File: config.mk
export PLATFORM = sky130hd
export DESIGN_NAME = dbg_seq_top
export DESIGN_NICKNAME = d
export VERILOG_FILES = /design/src/rtl/dbg_seq_pkg.sv /design/src/rtl/dbg_seq_regs.sv /design/src/rtl/dbg_seq_s3_decode.sv /design/src/rtl/dbg_seq_resolve.sv /design/src/rtl/dbg_seq_fsm.sv /design/src/rtl/dbg_seq_top.sv
export SDC_FILE = /design/constraint.sdc
export NUM_CORES = 1
export LEC_CHECK = 0
export CORE_MARGIN = 2
export CORE_UTILIZATION = 65
export CTS_CLUSTER_DIAMETER = 60
export DETAILED_ROUTE_END_ITERATION = 8
export DONT_BUFFER_PORTS = 1
export HOLD_SLACK_MARGIN = 0.08
export PLACE_DENSITY = 0.87
export SYNTH_ARGS = -nofsm -noshare
export SYNTH_HDL_FRONTEND = slang
export SYNTH_SLANG_ARGS = --single-unit
File: constraint.sdc
create_clock -name clk_i -period 4.99 [get_ports clk_i]
set_input_delay 0.998 -clock clk_i [delete_from_list [all_inputs] [get_ports clk_i]]
set_output_delay 0.998 -clock clk_i [all_outputs]
set_load 0.05 [all_outputs]
File: src/rtl/dbg_seq_pkg.sv
package dbg_seq_pkg;
  localparam int NUM_CH    = 3;
  localparam int CODE_W    = 4;
  localparam int REG_W     = 8;
  localparam int BANK_W    = 2;
  localparam int NUM_BANKS = 3;
  localparam int ST_W      = 3;

  typedef enum logic [ST_W-1:0] {
    ST_IDLE  = 3'd0,
    ST_S1    = 3'd1,
    ST_S2    = 3'd2,
    ST_S3    = 3'd3,
    ST_FINAL = 3'd4
  } seq_state_e;

  typedef enum logic [1:0] {
    DST_NONE = 2'd0,
    DST_S1   = 2'd1,
    DST_S2   = 2'd2,
    DST_FIN  = 2'd3
  } dest_e;
endpackage

File: src/rtl/dbg_seq_regs.sv
module dbg_seq_regs
  import dbg_seq_pkg::*;
#(
  parameter int CW = CODE_W,
  parameter int RW = REG_W,
  parameter int BW = BANK_W,
  parameter int NB = NUM_BANKS
) (
  input  logic                 clk_i,
  input  logic                 rst_ni,
  input  logic                 we_i,
  input  logic                 lock_i,
  input  logic [BW-1:0]        bank_i,
  input  logic [RW-1:0]        wdata_i,
  output logic [RW-1:0]        rdata_o,
  output logic [NB-1:0][CW-1:0] code_o
);
  localparam int PAD_W = RW - CW;

  for (genvar b = 0; b < NB; b++) begin : g_bank
    logic hit;
    assign hit = we_i && !lock_i && (bank_i == BW'(b));
    always_ff @(posedge clk_i or negedge rst_ni) begin
      if (!rst_ni)  code_o[b] <= '0;
      else if (hit) code_o[b] <= wdata_i[CW-1:0];
    end
  end

  always_comb begin
    rdata_o = '0;
    for (int b = 0; b < NB; b++) begin
      if (bank_i == BW'(b)) rdata_o = {{PAD_W{1'b0}}, code_o[b]};
    end
  end
endmodule

File: src/rtl/dbg_seq_s3_decode.sv
module dbg_seq_s3_decode
  import dbg_seq_pkg::*;
(
  input  logic [CODE_W-1:0]        code_i,
  output logic [NUM_CH-1:0][1:0]   dst_o
);
  always_comb begin
    for (int c = 0; c < NUM_CH; c++) dst_o[c] = DST_NONE;
    case (code_i)
      4'b0000: dst_o[0] = DST_S1;
      4'b0001: begin dst_o[2] = DST_S2;  dst_o[1] = DST_FIN; end
      4'b0010: begin dst_o[0] = DST_FIN; dst_o[1] = DST_S1;  end
      4'b0011: begin dst_o[1] = DST_FIN; dst_o[2] = DST_S1;  end
      4'b0100: dst_o[1] = DST_S2;
      4'b0101: dst_o[1] = DST_FIN;
      4'b0110: begin dst_o[2] = DST_S2;  dst_o[0] = DST_FIN; end
      4'b0111: dst_o[0] = DST_FIN;
      4'b1010: begin dst_o[1] = DST_S1;  dst_o[2] = DST_S1;  dst_o[0] = DST_FIN; end
      4'b1101: begin dst_o[1] = DST_FIN; dst_o[2] = DST_FIN; dst_o[0] = DST_S1;  end
      4'b1110: begin dst_o[0] = DST_S2;  dst_o[2] = DST_FIN; end
      default: ; // reserved: no routes
    endcase
  end
endmodule

File: src/rtl/dbg_seq_resolve.sv
module dbg_seq_resolve
  import dbg_seq_pkg::*;
(
  input  logic [NUM_CH-1:0]      hit_i,
  input  logic [NUM_CH-1:0][1:0] dst_i,
  output logic [1:0]             sel_o
);
  logic [NUM_CH-1:0] fin_hit;
  logic [NUM_CH-1:0] act_hit;

  for (genvar c = 0; c < NUM_CH; c++) begin : g_ch
    assign act_hit[c] = hit_i[c] && (dst_i[c] != DST_NONE);
    assign fin_hit[c] = hit_i[c] && (dst_i[c] == DST_FIN);
  end

  // Final-bound first, then lowest channel with an effect.
  always_comb begin
    sel_o = DST_NONE;
    for (int c = NUM_CH - 1; c >= 0; c--) begin
      if (act_hit[c]) sel_o = dst_i[c];
    end
    if (|fin_hit) sel_o = DST_FIN;
  end
endmodule

File: src/rtl/dbg_seq_fsm.sv
module dbg_seq_fsm
  import dbg_seq_pkg::*;
(
  input  logic              clk_i,
  input  logic              rst_ni,
  input  logic              arm_i,
  input  logic [NUM_CH-1:0] hit_i,
  input  logic [1:0]        s3_sel_i,
  output logic [ST_W-1:0]   state_o,
  output logic              final_o,
  output logic              armed_o
);
  seq_state_e state_q, state_d;
  logic       final_q, final_d;

  assign armed_o = (state_q == ST_S1) || (state_q == ST_S2) || (state_q == ST_S3);

  always_comb begin
    state_d = state_q;
    final_d = final_q;
    case (state_q)
      ST_IDLE, ST_FINAL: begin
        if (arm_i) begin
          state_d = ST_S1;
          final_d = 1'b0;
        end
      end
      ST_S1: if (|hit_i) state_d = ST_S2;
      ST_S2: if (|hit_i) state_d = ST_S3;
      ST_S3: begin
        case (s3_sel_i)
          DST_S1:  state_d = ST_S1;
          DST_S2:  state_d = ST_S2;
          DST_FIN: begin
            state_d = ST_FINAL;
            final_d = 1'b1;
          end
          default: ;
        endcase
      end
      default: state_d = ST_IDLE;
    endcase
  end

  always_ff @(posedge clk_i or negedge rst_ni) begin
    if (!rst_ni) begin
      state_q <= ST_IDLE;
      final_q <= 1'b0;
    end else begin
      state_q <= state_d;
      final_q <= final_d;
    end
  end

  assign state_o = state_q;
  assign final_o = final_q;
endmodule

File: src/rtl/dbg_seq_top.sv
module dbg_seq_top
  import dbg_seq_pkg::*;
(
  input  logic              clk_i,
  input  logic              rst_ni,
  input  logic              we_i,
  input  logic [BANK_W-1:0] bank_i,
  input  logic [REG_W-1:0]  wdata_i,
  output logic [REG_W-1:0]  rdata_o,
  input  logic              arm_i,
  input  logic [NUM_CH-1:0] match_i,
  input  logic [NUM_CH-1:0] cmp_en_i,
  output logic [ST_W-1:0]   state_o,
  output logic              final_o
);
  localparam int S3_BANK = 2;

  logic [NUM_BANKS-1:0][CODE_W-1:0] codes;
  logic [CODE_W-1:0]                code_s3;
  logic [NUM_CH-1:0][1:0]           s3_dst;
  logic [1:0]                       s3_sel;
  logic [NUM_CH-1:0]                hit;
  logic                             armed;

  assign hit     = match_i & cmp_en_i;
  assign code_s3 = codes[S3_BANK];

  dbg_seq_regs i_regs (
    .clk_i   (clk_i),
    .rst_ni  (rst_ni),
    .we_i    (we_i),
    .lock_i  (armed),
    .bank_i  (bank_i),
    .wdata_i (wdata_i),
    .rdata_o (rdata_o),
    .code_o  (codes)
  );

  dbg_seq_s3_decode i_dec (
    .code_i (code_s3),
    .dst_o  (s3_dst)
  );

  dbg_seq_resolve i_res (
    .hit_i (hit),
    .dst_i (s3_dst),
    .sel_o (s3_sel)
  );

  dbg_seq_fsm i_fsm (
    .clk_i    (clk_i),
    .rst_ni   (rst_ni),
    .arm_i    (arm_i),
    .hit_i    (hit),
    .s3_sel_i (s3_sel),
    .state_o  (state_o),
    .final_o  (final_o),
    .armed_o  (armed)
  );
endmodule

==> impl_metrics.json, run 1 <==
{
  "synth_cell_types": 39,
  "path_max_fanout": 7,
  "cts_resized": 0,
  "clk_path_buf_depth": 2,
  "switching_share_pct": 49.5,
  "core-area_um2": 1710,
  "first_global_vias": 885,
  "ant_nets": 0,
  "finalCoreUtilization_pct": 69.1,
  "synth_seq_area_share_pct": 34.2,
  "syn2layout_area_growth_pct": 0.640,
  "rsz0062_at_grt": "no",
  "min_path_type": "in2async",
  "layout-drive-gt1-share_pct": 15.9,
  "clockPowerShare_pct": 10.5,
  "finalSetupViolations": 0,
  "route.met3.wl_um": 176,
  "routed-wl-met2_um": 1260,
  "cap_violations": 0,
  "leakage_uw": 0.000488,
  "first_pass_iters": 4,
  "final_nets": 150,
  "track_usage_pct": 25.8,
  "synthCells": 130,
  "worstMarginPinSlew_ns": 0.998,
  "design.portCount": 32,
  "tns_ns": 0,
  "cts_setup_buffers": 0,
  "status": "complete, no violations",
  "arrival_ns": 1.89,
  "power.internal_uw": 401,
  "cts_buffers": 3,
  "synth-edff-count": 0,
  "cts_root_buffer": "clkbuf_4",
  "start_util_pct": 68.6,
  "max_freq_mhz": 347,
  "top_layer_used": "met4",
  "clock_skew_ns": 0.00194,
  "wl_per_cell_um": 16.6,
  "synth.avg_cell_area_um2": 9.02,
  "vias": 963,
  "holdBufCountCts": 0,
  "grt_pass1_wl_um": 3820,
  "cp-start-kind": "primary input",
  "clk_latency_ns": 0.28,
  "yosys_warnings": 0,
  "netlist_area_um2": 1170,
  "htreeDepth": 1,
  "drt-met1-wl_um": 1020,
  "portBuffers": 0,
  "seq_power_share_pct": 42.4,
  "antenna_cells": 0,
  "end_kind": "output pin",
  "final.min_clock_period_ns": 2.88,
  "synthArstFlopShare_pct": 100,
  "cts_tree": "built",
  "vdd_drop_max_mv": 0.503,
  "row_count": 15,
  "synthFlopType": "dfrtp_1",
  "dp_hpwl_um": 1840,
  "hold_viol": 0,
  "overflow": 0,
  "fp.dieH_um": 46.5,
  "slew_headroom_pct": 33.0,
  "cts.reportedPaths.clkPinSlew_ns": 0.09,
  "power_frac_comb_pct": 47.0,
  "ys_ff_latch": 16,
  "wl_um": 2500,
  "power_density_nw_per_um2": 674,
  "period_share_pct": 57.8,
  "cp.required_ns": 3.99,
  "crit_type": "in2out",
  "drv_slew": 0,
  "fp.dieArea_um2": 2160,
  "ff2ff_path_depth": 8,
  "power_switching_uw": 394,
  "cts.sinks": 16,
  "antenna_found_initial": 0,
  "routabilityCongestion": 0.889,
  "finalPower_uw": 795,
  "via_per_inst": 6.38,
  "grt_max_degree": 17,
  "drtIter0Drc": 30,
  "chipWidth_um": 46.5,
  "route.detailed.drc": 0
}
-- path summary, 6_finish.rpt --
kind	startpoint	end	slack (ns)
max reg2reg	i_regs.code_o[9]	i_fsm.state_o[0]	2.36
min reg2reg	i_regs.code_o[6]	i_regs.code_o[6]	0.51
min	rst_ni	i_fsm.final_o	0.40
max	bank_i[0]	rdata_o[2]	2.11
min in group clk_i	i_regs.code_o[6]	i_regs.code_o[6]	0.51
max in group asynchronous	rst_ni	i_regs.code_o[10]	4.52
-- cells in the final DEF (no fill, tap or decap), types with 2 or more instances in the layout --
master	count
inv_1	3
nor3b_1	2
a211oi_1	3
nand2_1	14
a21oi_1	8
dfrtp_1	16
o21ai_0	7
nand2b_1	3
ha_1	3
nand3_1	6
o21ai_1	7
mux2_2	12
clkbuf_4	3
mux2i_1	4
nor2_1	8
conb_1	4
nor3_1	2
-- critical path, cell delays in order --
cell     delay (ns)
and2b_1        0.25
nand2_1        0.08
o21ai_1        0.55
-- kinds of logic after synthesis --
family,share of synthesized area (%)
multiplexers,14.9
XOR/XNOR,0.747
AO/OA/AOI/OAI,20.3
buffers and inverters,7.04
other,0.320
adder cells (fa/ha/maj),3.20
flip-flops,34.2
AND/OR/NAND/NOR,19.3
-- Yosys cell counts (2+ instances only) --
library cell | count | share of area, %
mux2_2 | 12 | 12
nor3_1 | 2 | 0.85
a211oi_1 | 3 | 1.9
o21ai_0 | 11 | 4.7
o21ai_1 | 3 | 1.3
mux2i_1 | 4 | 3.4
nor2_1 | 8 | 2.6
nand3_1 | 6 | 2.6
inv_1 | 3 | 0.96
nand2_1 | 14 | 4.5
a21oi_1 | 8 | 3.4
ha_1 | 3 | 3.2
buf_2 | 6 | 2.6
buf_4 | 4 | 2.6
nand2b_1 | 3 | 1.6
nor3b_1 | 2 | 1.3
dfrtp_1 | 16 | 34
-- sequential cells by signal, indices dropped and copies added, names as in the netlist --
register / count
i_regs.code_o: 12
i_fsm.state_o: 3
i_fsm.final_o: 1
-- metrics by stage --
step | hold slack [ns] | std cells | worst slack (ns) | area (um^2)
floorplan | 0.479 | 133 | 1.63 | 1180
CTS | 0.388 | 151 | 2.11 | 1180
global placement | 0.486 | 147 | 2.11 | 1140
global route | 0.383 | 151 | 2.07 | 1180
finish | 0.397 | 151 | 2.11 | 1180
detailed placement | 0.494 | 147 | 2.02 | 1140
-- routing by layer --
| layer | up-vias | global-route usage [%] |
|---|---|---|
| met1 | 472 | 31.8 |
| met3 | 4 | 5.49 |
| met4 | 0 | 17.1 |
| met2 | 33 | 40.3 |
| li1 | 454 | - |
| met5 | - | 0 |
-- final cells by class --
cell class	count	area, um^2
fill	139	528
inverter	3	11.3
tap	25	31.3
sequential	16	400
clock buffer	4	36.3
multi-input combinational	103	701
-- power groups by stage --
stage | logic (uW) | registers (uW) | clock network (uW)
2_1_floorplan | 389 | 269 | 0
3_3_place_gp | 355 | 327 | 0
3_5_place_dp | 368 | 335 | 0
4_1_cts | 373 | 333 | 86.2
5_1_grt | 409 | 350 | 88.4
6_report | 374 | 337 | 83.8
Note: power is estimated with default switching activity, not from simulation.
==> inputs of run 2 (changes only) <==
Settings changed: CORE_UTILIZATION 65 to 62, PLACE_DENSITY 0.87 to 0.84.
Clock period 4.99 ns to 2.85 ns, I/O delays scaled along.
==> impl_metrics.json, run 2 (synthesis results as in run 1) <==
{
  "arrival_ns": 2.74,
  "top_usage_layer": "met2",
  "holdCritStartpoint": "wdata_i[1]",
  "power.internal_uw": 717,
  "rsz0062_at_grt": "no",
  "critical-path-max-stage-delay_ns": 0.55,
  "slew_headroom_pct": 51.7,
  "power_density_nw_per_um2": 1140,
  "row_count": 15,
  "start_util_pct": 67.2,
  "fp.dieH_um": 47.5,
  "crit_chain": "nand2b_1 > a211oi_1 > a211oi_1 > o221ai_1 > ha_1 > a311oi_4 > a21oi_1 > a31oi_1",
  "path_max_fanout": 10,
  "power_switching_uw": 677,
  "route.detailed.drc": 0,
  "grtUsageMet1_pct": 29.8,
  "worstMarginPinSlew_ns": 0.722,
  "drv_slew": 0,
  "cap_violations": 0,
  "cp-start-kind": "flop",
  "grt_max_degree": 17,
  "slowest_stage": "dfrtp_1",
  "design.portCount": 32,
  "fin_cells": 157,
  "rrSetupSlack_ns": 0.31,
  "regMostFlops": "i_regs.code_o",
  "syn2layout_area_growth_pct": 4.16,
  "place_inst": 153,
  "first_global_vias": 878,
  "met3_usage_pct": 4.15,
  "final_nets": 157,
  "cts_tree": "built",
  "place_ws_ns": 0.341,
  "wl_per_cell_um": 14.9,
  "hold_viol": 0,
  "core-area_um2": 1750,
  "crit_family": "compound AO/OA/AOI/OAI gates",
  "cpMostUsedCell": "a211oi_1",
  "fp.dieArea_um2": 2250,
  "first_pass_iters": 4,
  "final_cell_mix": "dfrtp_1 (16), nand2_1 (14), mux2_2 (12)",
  "via_per_inst": 6.10,
  "htreeDepth": 1,
  "drtIter0Drc": 29,
  "final.min_clock_period_ns": 2.54,
  "grt_pass1_wl_um": 3760,
  "ff2ff_path_depth": 8,
  "cts.sinks": 16,
  "largest_reg_flops": 12,
  "end_kind": "flop",
  "cts_root_buffer": "clkbuf_4",
  "final_cell_area_um2": 1220,
  "layout-drive-gt1-share_pct": 18.9,
  "ant_nets": 0,
  "cp.required_ns": 3.05,
  "status": "complete, no violations",
  "clk_path_buf_depth": 2,
  "postPlaceCellArea_um2": 1190,
  "min_path_type": "in2reg",
  "crit_type": "reg2reg",
  "clockPowerShare_pct": 7.9,
  "antenna_cells": 0,
  "chipWidth_um": 47.5,
  "seq_power_share_pct": 38.1,
  "dp_hpwl_um": 1790,
  "hold_end": "i_regs.code_o[9]",
  "wl_um": 2330,
  "max_freq_mhz": 393,
  "clock_skew_ns": 0.00688,
  "overflow": 0,
  "antenna_found_initial": 0,
  "r2r-end": "i_fsm.state_o[0]",
  "portBuffers": 0,
  "layout_commonest_cell": "dfrtp_1",
  "power_frac_comb_pct": 53.9,
  "min_path_cells": 1,
  "setup_slack_ns": 0.309,
  "finalSetupViolations": 0,
  "cts.reportedPaths.clkPinSlew_ns": 0.08,
  "switching_share_pct": 48.6,
  "globalRouteMet2Util_pct": 42.4,
  "track_usage_pct": 24.0,
  "reg2reg_from": "i_regs.code_o[9]",
  "vias": 957,
  "clk_latency_ns": 0.28,
  "tns_ns": 0,
  "routabilityCongestion": 0.834,
  "cp_num_buf_inv": 0,
  "leakage_uw": 0.000515,
  "vdd_drop_max_mv": 0.868,
  "period_share_pct": 89.2,
  "cts_buffers": 3
}
-- run 2: cell count changes in the layout (fill, tap and decap cells not counted), sizes merged --
| cell | previous run | this run |
|---|---|---|
| dlygate4sd3 | 0 | 1 |
| clkbuf | 4 | 3 |
| buf | 0 | 6 |
-- run 2: worst register-to-register path: stages, from the launching register on --
cell      delay, ns
dfrtp_1        0.55
nand2b_1       0.23
a211oi_1       0.09
a211oi_1       0.36
o221ai_1       0.28
ha_1           0.38
a311oi_4       0.32
a21oi_1        0.10
a31oi_1        0.15
-- run 2: how the worst max path moves through the flow --
stage / endpoint / slack, ns / startpoint / depth (start not counted)
final: i_fsm.state_o[0] / 0.31 / i_regs.code_o[9] / 8
after global routing: i_fsm.state_o[0] / 0.01 / i_regs.code_o[9] / 8
after CTS: i_fsm.state_o[0] / 0.34 / i_regs.code_o[9] / 8
after detailed placement: i_fsm.state_o[0] / 0.34 / match_i[1] / 8
after global placement: i_fsm.state_o[0] / 0.41 / match_i[1] / 9
after floorplan: rdata_o[0] / 0.35 / bank_i[0] / 3
-- run 2: area by class of cell --
| class | count | area (um^2) |
|---|---|---|
| clock buffers | 3 | 22.5 |
| fillers | 130 | 524 |
| inverters | 3 | 11.3 |
| multi-input cells | 103 | 701 |
| flip-flops and latches | 16 | 400 |
| well taps | 25 | 31.3 |
| repair buffers | 7 | 55.1 |
-- run 2: stage by stage --
step / power [uW] / hold slack, ns / util [%]
after global routing: 1510 / 0.427 / 70.0
after detailed placement: 1280 / 0.275 / 68.1
final: 1390 / 0.435 / 70.0
after CTS: 1400 / 0.435 / 70.0
after floorplan: 1150 / 0.274 / -
after global placement: 1240 / 0.275 / 68.1
-- run 2: power groups by stage --
stage                     Combinational [uW]  Clock [uW]  Sequential [uW]
after global placement                   719           0              522
final                                    752         110              532
after CTS                                755         114              530
after floorplan                          681           0              472
after global routing                     834         124              554
after detailed placement                 746           0              535
-- run 2: layer usage --
metal,vias to the layer above,wire (um)
met3,7,126
met5,-,0
li1,471,-
met4,0,42
met1,448,971
met2,31,1190
-- run 2: repair_timing --
item / CTS / global route
hold buffers: 1 / 0
gates resized for setup: 0 / 0
endpoints found under the hold margin: 16 / 0
buffers inserted: 0 / 0
